### src/rtl/refsch_pkg.sv
package refsch_pkg;
  typedef enum logic [1:0] {
    MODE_CBR    = 2'd0,
    MODE_ROWADR = 2'd1,
    MODE_HIDDEN = 2'd2
  } ref_mode_e;

  typedef enum logic [1:0] {
    ST_IDLE,
    ST_SETUP,
    ST_ACTIVE,
    ST_PRECH
  } seq_state_e;
endpackage

### src/rtl/refsch_interval_timer.sv
module refsch_interval_timer #(
  parameter int STD_CYC = 1953,
  parameter int LP_CYC  = 15625
) (
  input  logic clk_i,
  input  logic rst_ni,
  input  logic low_power_i,
  output logic tick_o
);
  localparam int MAXC = (STD_CYC > LP_CYC) ? STD_CYC : LP_CYC;
  localparam int CW = $clog2(MAXC + 1);
  localparam logic [CW-1:0] STD_LIM = CW'(STD_CYC - 1);
  localparam logic [CW-1:0] LP_LIM  = CW'(LP_CYC - 1);

  logic [CW-1:0] cnt_q;
  logic [CW-1:0] lim;

  assign lim    = low_power_i ? LP_LIM : STD_LIM;
  // >= keeps the timer sane when the setting shrinks mid-count
  assign tick_o = (cnt_q >= lim);

  always_ff @(posedge clk_i or negedge rst_ni) begin
    if (!rst_ni)     cnt_q <= '0;
    else if (tick_o) cnt_q <= '0;
    else             cnt_q <= cnt_q + 1'b1;
  end
endmodule

### src/rtl/refsch_backlog.sv
module refsch_backlog #(
  parameter int MAX_BACKLOG = 8
) (
  input  logic clk_i,
  input  logic rst_ni,
  input  logic tick_i,
  input  logic done_i,
  output logic pending_o,
  output logic overflow_o
);
  localparam int BW = $clog2(MAX_BACKLOG + 1);
  localparam logic [BW-1:0] CAP = BW'(MAX_BACKLOG);

  logic [BW-1:0] cnt_q;
  logic          ovf_q;

  always_ff @(posedge clk_i or negedge rst_ni) begin
    if (!rst_ni) begin
      cnt_q <= '0;
      ovf_q <= 1'b0;
    end else begin
      if (tick_i && !done_i) begin
        if (cnt_q == CAP) ovf_q <= 1'b1;
        else              cnt_q <= cnt_q + 1'b1;
      end else if (done_i && !tick_i && cnt_q != '0) begin
        cnt_q <= cnt_q - 1'b1;
      end
    end
  end

  assign pending_o  = (cnt_q != '0);
  assign overflow_o = ovf_q;
endmodule

### src/rtl/refsch_sequencer.sv
module refsch_sequencer
  import refsch_pkg::*;
#(
  parameter int SETUP_CYC = 2,
  parameter int RAS_CYC   = 10,
  parameter int PRECH_CYC = 8,
  parameter int ROW_W     = 10
) (
  input  logic             clk_i,
  input  logic             rst_ni,
  input  logic             grant_i,
  input  logic             pending_i,
  input  logic [1:0]       mode_i,
  output logic             ras_n_o,
  output logic             cs_n_o,
  output logic             we_n_o,
  output logic [ROW_W-1:0] addr_o,
  output logic             busy_o,
  output logic             done_o
);
  localparam int M1 = (SETUP_CYC > RAS_CYC) ? SETUP_CYC : RAS_CYC;
  localparam int MAXP = (M1 > PRECH_CYC) ? M1 : PRECH_CYC;
  localparam int PW = $clog2(MAXP + 1);
  localparam logic [PW-1:0] SU_LAST = PW'(SETUP_CYC - 1);
  localparam logic [PW-1:0] RA_LAST = PW'(RAS_CYC - 1);
  localparam logic [PW-1:0] RP_LAST = PW'(PRECH_CYC - 1);

  seq_state_e       state_q;
  ref_mode_e        mode_q;
  logic [PW-1:0]    ph_q;
  logic [PW-1:0]    ph_last;
  logic [ROW_W-1:0] row_q;
  logic             accept, last;

  assign accept = (state_q == ST_IDLE) && grant_i && pending_i;

  always_comb begin
    unique case (state_q)
      ST_SETUP:  ph_last = (mode_q == MODE_HIDDEN) ? RP_LAST : SU_LAST;
      ST_ACTIVE: ph_last = RA_LAST;
      ST_PRECH:  ph_last = RP_LAST;
      default:   ph_last = '0;
    endcase
  end

  assign last   = (ph_q == ph_last);
  assign done_o = (state_q == ST_PRECH) && last;

  always_ff @(posedge clk_i or negedge rst_ni) begin
    if (!rst_ni) begin
      state_q <= ST_IDLE;
      mode_q  <= MODE_CBR;
      ph_q    <= '0;
    end else if (accept) begin
      state_q <= ST_SETUP;
      mode_q  <= (mode_i == 2'd3) ? MODE_CBR : ref_mode_e'(mode_i);
      ph_q    <= '0;
    end else if (state_q != ST_IDLE) begin
      if (last) begin
        ph_q <= '0;
        unique case (state_q)
          ST_SETUP:  state_q <= ST_ACTIVE;
          ST_ACTIVE: state_q <= ST_PRECH;
          default:   state_q <= ST_IDLE;
        endcase
      end else begin
        ph_q <= ph_q + 1'b1;
      end
    end
  end

  always_ff @(posedge clk_i or negedge rst_ni) begin
    if (!rst_ni)                              row_q <= '0;
    else if (done_o && mode_q == MODE_ROWADR) row_q <= row_q + 1'b1;
  end

  assign busy_o  = (state_q != ST_IDLE);
  assign ras_n_o = (state_q != ST_ACTIVE);
  assign cs_n_o  = !((state_q == ST_SETUP || state_q == ST_ACTIVE) && mode_q != MODE_ROWADR);
  // WE never low: avoids the test-mode entry variant of CS-before-RAS
  assign we_n_o  = 1'b1;
  assign addr_o  = (busy_o && mode_q == MODE_ROWADR) ? row_q : '0;
endmodule

### src/rtl/dram_refresh_sched.sv
module dram_refresh_sched #(
  parameter int REFI_STD_CYC = 1953,
  parameter int REFI_LP_CYC  = 15625,
  parameter int MAX_BACKLOG  = 8,
  parameter int SETUP_CYC    = 2,
  parameter int RAS_CYC      = 10,
  parameter int PRECH_CYC    = 8,
  parameter int ROW_W        = 10
) (
  input  logic             clk_i,
  input  logic             rst_ni,
  input  logic             low_power_i,
  input  logic [1:0]       mode_i,
  input  logic             grant_i,
  output logic             req_o,
  output logic             busy_o,
  output logic             overflow_o,
  output logic             ras_n_o,
  output logic             cs_n_o,
  output logic             we_n_o,
  output logic [ROW_W-1:0] addr_o
);
  logic tick, done, pending;

  refsch_interval_timer #(
    .STD_CYC(REFI_STD_CYC),
    .LP_CYC (REFI_LP_CYC)
  ) u_timer (
    .clk_i      (clk_i),
    .rst_ni     (rst_ni),
    .low_power_i(low_power_i),
    .tick_o     (tick)
  );

  refsch_backlog #(
    .MAX_BACKLOG(MAX_BACKLOG)
  ) u_backlog (
    .clk_i     (clk_i),
    .rst_ni    (rst_ni),
    .tick_i    (tick),
    .done_i    (done),
    .pending_o (pending),
    .overflow_o(overflow_o)
  );

  refsch_sequencer #(
    .SETUP_CYC(SETUP_CYC),
    .RAS_CYC  (RAS_CYC),
    .PRECH_CYC(PRECH_CYC),
    .ROW_W    (ROW_W)
  ) u_seq (
    .clk_i    (clk_i),
    .rst_ni   (rst_ni),
    .grant_i  (grant_i),
    .pending_i(pending),
    .mode_i   (mode_i),
    .ras_n_o  (ras_n_o),
    .cs_n_o   (cs_n_o),
    .we_n_o   (we_n_o),
    .addr_o   (addr_o),
    .busy_o   (busy_o),
    .done_o   (done)
  );

  assign req_o = pending;
endmodule

### config.mk
export PLATFORM = sky130hd
export DESIGN_NAME = dram_refresh_sched
export DESIGN_NICKNAME = d
export VERILOG_FILES = /design/src/rtl/refsch_pkg.sv /design/src/rtl/refsch_interval_timer.sv /design/src/rtl/refsch_backlog.sv /design/src/rtl/refsch_sequencer.sv /design/src/rtl/dram_refresh_sched.sv
export SDC_FILE = /design/constraint.sdc
export NUM_CORES = 1
export LEC_CHECK = 0
export ABC_AREA = 1
export BUFFER_PORTS_ARGS = -buffer_cell sky130_fd_sc_hd__buf_4
export CAP_MARGIN = 25
export CORE_UTILIZATION = 60
export CTS_CLUSTER_DIAMETER = 80
export CTS_CLUSTER_SIZE = 40
export DETAILED_ROUTE_END_ITERATION = 8
export GPL_TIMING_DRIVEN = 0
export PLACE_DENSITY = 0.8
export SETUP_SLACK_MARGIN = 0.4
export SYNTH_ARGS = -nofsm -noshare
export SYNTH_HDL_FRONTEND = slang
export SYNTH_HIERARCHICAL = 1
export SYNTH_SLANG_ARGS = --single-unit
### constraint.sdc
create_clock -name clk_i -period 2.85 [get_ports clk_i]
set_input_delay 0.4275 -clock clk_i [delete_from_list [all_inputs] [get_ports clk_i]]
set_output_delay 0.4275 -clock clk_i [all_outputs]
set_load 0.1 [all_outputs]
==> results.cfg <==
[outcome]
status = complete, no violations

[clock_network]
cts.sinks = 37
tritoncts = yes
ctsHtreeMaxLevel = 2
clk_latency_ns = 0.28
clock_path_buffers = 2
cts_buffers = 5
ctsHoldBuffers = 0
cts_root_buf = clkbuf_8
clk_pin_slew_worst_paths_ns = 0.07

[die]
die-area_um2 = 4490
die_w_um = 67.0
fp.dieH_um = 67.0
start_util = 0.629
num_rows = 23
io_pins = 22
core_area_um2 = 4030

[setup_path]
cp-start-kind = flop
crit_arrival_ns = 1.90
cp.required_ns = 2.42
crit_chain = inv_2 > ha_4 > inv_4 > nand2_1 > nor2_2 > buf_4
cp_max_fo = 10
worstSetupPathType = reg2out
cpMaxStageDelayCell = dfrtp_1
crit_path_max_incr_delay_ns = 0.41
cp-end-kind = primary output

[global_route]
grt_first_pass_wirelength_um = 8460
grt_max_degree = 38
antenna_found_initial = 0
grt_usage = 0.251
grt_remaining_overflow = 0
first_global_vias = 2029

[final_layout]
most-common-layout-cells = nand2_1, inv_1, dfrtp_1
antenna_cells = 0
syn_to_final_growth_pct = 16.0
finish.instance_area_um2 = 2940
final_common_cell = nand2_1
nets = 396
fin_cells = 422
drive_above_1_share = 0.247

[pwr]
internal-power_mw = 1.06
combPwrFrac = 0.454
power.density_nw_per_um2 = 658
p_leak_nw = 1.49
pwr-share-clk = 0.190
ir_drop_mv = 0.732
p_switching_uw = 878
p_sw_frac = 0.454
power_frac_seq = 0.356

[timing]
drv_slew = 0
skew_ns = 0.00884
max_slew.worst_pin.slew_ns = 0.588
hold_viol = 0
fin_crit_ns = 2.33
finalSetupViolCount = 0
fmax_ghz = 0.429
fin_setup_tns_ns = 0
rsz0062_at_grt = false
relSlewSlack = 0.607
post-route-period-util = 0.817
finalWorstSetupSlack_ns = 0.521

[logic_synthesis]
yosys_warnings = 6
syn_inst = 340
syn_nets = 364
yosysSeqAreaShare = 0.365
yosys_register_bits = 37
synth_cell_types = 29
syn_area_per_cell_um2 = 7.45
syn_area_um2 = 2530

[min_path]
hold_path_class = in2async

[placed_design]
dp_hpwl_um = 3540
dpl.cell_count = 410
dpl_worst_slack_ns = 0.122
portBuffers = 20
dpl-instance-area_um2 = 2780
gp_congestion = 0.807

[drt]
wl_per_cell_um = 11.6
dr.first_iter.drc_count = 124
ant_nets = 0
drt_pass1_iterations = 5
routed_wl_um = 4890
drcViolationCount = 0
vias_per_cell = 5.10
via_count = 2152

[flow_run]
cap_viol_max_count = 0
-- layer usage --
| metal | GRT usage | up-vias | wire (um) |
|---|---|---|---|
| li1 | - | 1111 | - |
| met4 | 0.0878 | 0 | 51 |
| met1 | 0.305 | 1002 | 2240 |
| met3 | 0.0462 | 4 | 122 |
| met5 | 0 | - | 0 |
| met2 | 0.437 | 35 | 2480 |
-- area by class of cell --
cell class                 instances  area, um^2
buffer                             5        47.5
clock buffer                       7        86.3
fill                             332        1090
inverter                          45         173
multi-input combinational        253        1460
sequential                        37         926
tap                               50        62.6
timing repair buffer              25         188
-- per-stage QoR --
stage,util,power (mW),hold slack (ns)
6_report,0.729,1.93,0.0893
5_1_grt,0.729,2.07,0.137
4_1_cts,0.712,1.91,0.113
3_5_place_dp,0.690,1.53,0.425
3_3_place_gp,0.690,1.51,0.424
2_1_floorplan,-,1.36,0.132
-- registers in the layout, summed over array words and instances (netlist names) --
| register | cells |
|---|---|
| u_seq/state_q | 2 |
| u_backlog/overflow_o | 1 |
| u_seq/ph_q | 4 |
| u_seq/mode_q | 2 |
| u_seq/row_q | 10 |
| u_backlog/cnt_q | 4 |
| u_timer/cnt_q | 14 |
-- timing repair --
item	CTS	global route
buffers inserted	0	5
setup endpoints to repair	4	13
resized for setup	2	7
hold endpoints to repair	0	0
-- power groups by stage --
stage | Clock (mW) | Sequential [mW] | Combinational (mW)
finish | 0.368 | 0.688 | 0.878
global route | 0.401 | 0.701 | 0.972
CTS | 0.381 | 0.682 | 0.848
detailed placement | 0 | 0.691 | 0.839
global placement | 0 | 0.688 | 0.823
floorplan | 0 | 0.674 | 0.688
-- worst max-delay path: cells and delay by family (launching register included) --
family	cells	cell delay [ns]
and+or+nand+nor	2	0.56
buffers and inverters	3	0.47
adders and majority gates	1	0.18
DFF	1	0.41
-- final timing paths --
kind	slack, ns	cells past startpoint	startpoint	endpoint
max	0.52	6	u_seq/state_q[0]$_DFFE_PN0P_	addr_o[2]
min	0.09	1	rst_ni	u_timer/cnt_q[3]$_DFF_PN0_
max reg2reg	0.58	13	u_seq/state_q[0]$_DFFE_PN0P_	u_backlog/cnt_q[2]$_DFFE_PN0P_
min in group clk_i	0.33	2	mode_i[0]	u_seq/mode_q[1]$_DFFE_PN0N_
min reg2reg	0.48	1	u_backlog/overflow_o$_DFFE_PN0P_	u_backlog/overflow_o$_DFFE_PN0P_
max in group asynchronous	2.41	1	rst_ni	u_seq/ph_q[1]$_DFFE_PN0P_
-- cells by family after synthesis --
group / after synthesis / share of synthesized area
AND/OR/NAND/NOR: 210 / 0.382
buffers and inverters: 50 / 0.0859
flip-flops: 37 / 0.365
adder cells (fa/ha/maj): 18 / 0.0919
XOR/XNOR: 15 / 0.0519
AO/OA/AOI/OAI: 9 / 0.0217
other: 1 / 0.00148
-- synthesized netlist by cell type --
cell        n  area (um^2)
o21bai_1    3         22.5
a21oi_1     1         5.00
nand3_1    30          150
nor2_1     35          131
clkinv_2    1         5.00
nand2_2    12         75.1
buf_6       1         11.3
buf_12      1         20.0
nor3_2      1         10.0
buf_2       1         5.00
nand2_4     2         22.5
xnor2_1     1         8.76
buf_4       1         7.51
inv_2       3         11.3
nand4_1     6         37.5
conb_1      1         3.75
nor2_2     17          106
nand2_1   102          383
nand4_2     1         12.5
ha_1       17          213
nor3_1      1         5.00
o31ai_1     1         7.51
xor2_1     14          123
inv_1      41          154
fa_1        1         20.0
o21ai_0     4         20.0
nor2_4      3         33.8
dfrtp_1    37          926
clkbuf_1    1         3.75
No activity file was read; power rests on OpenSTA's default activity.
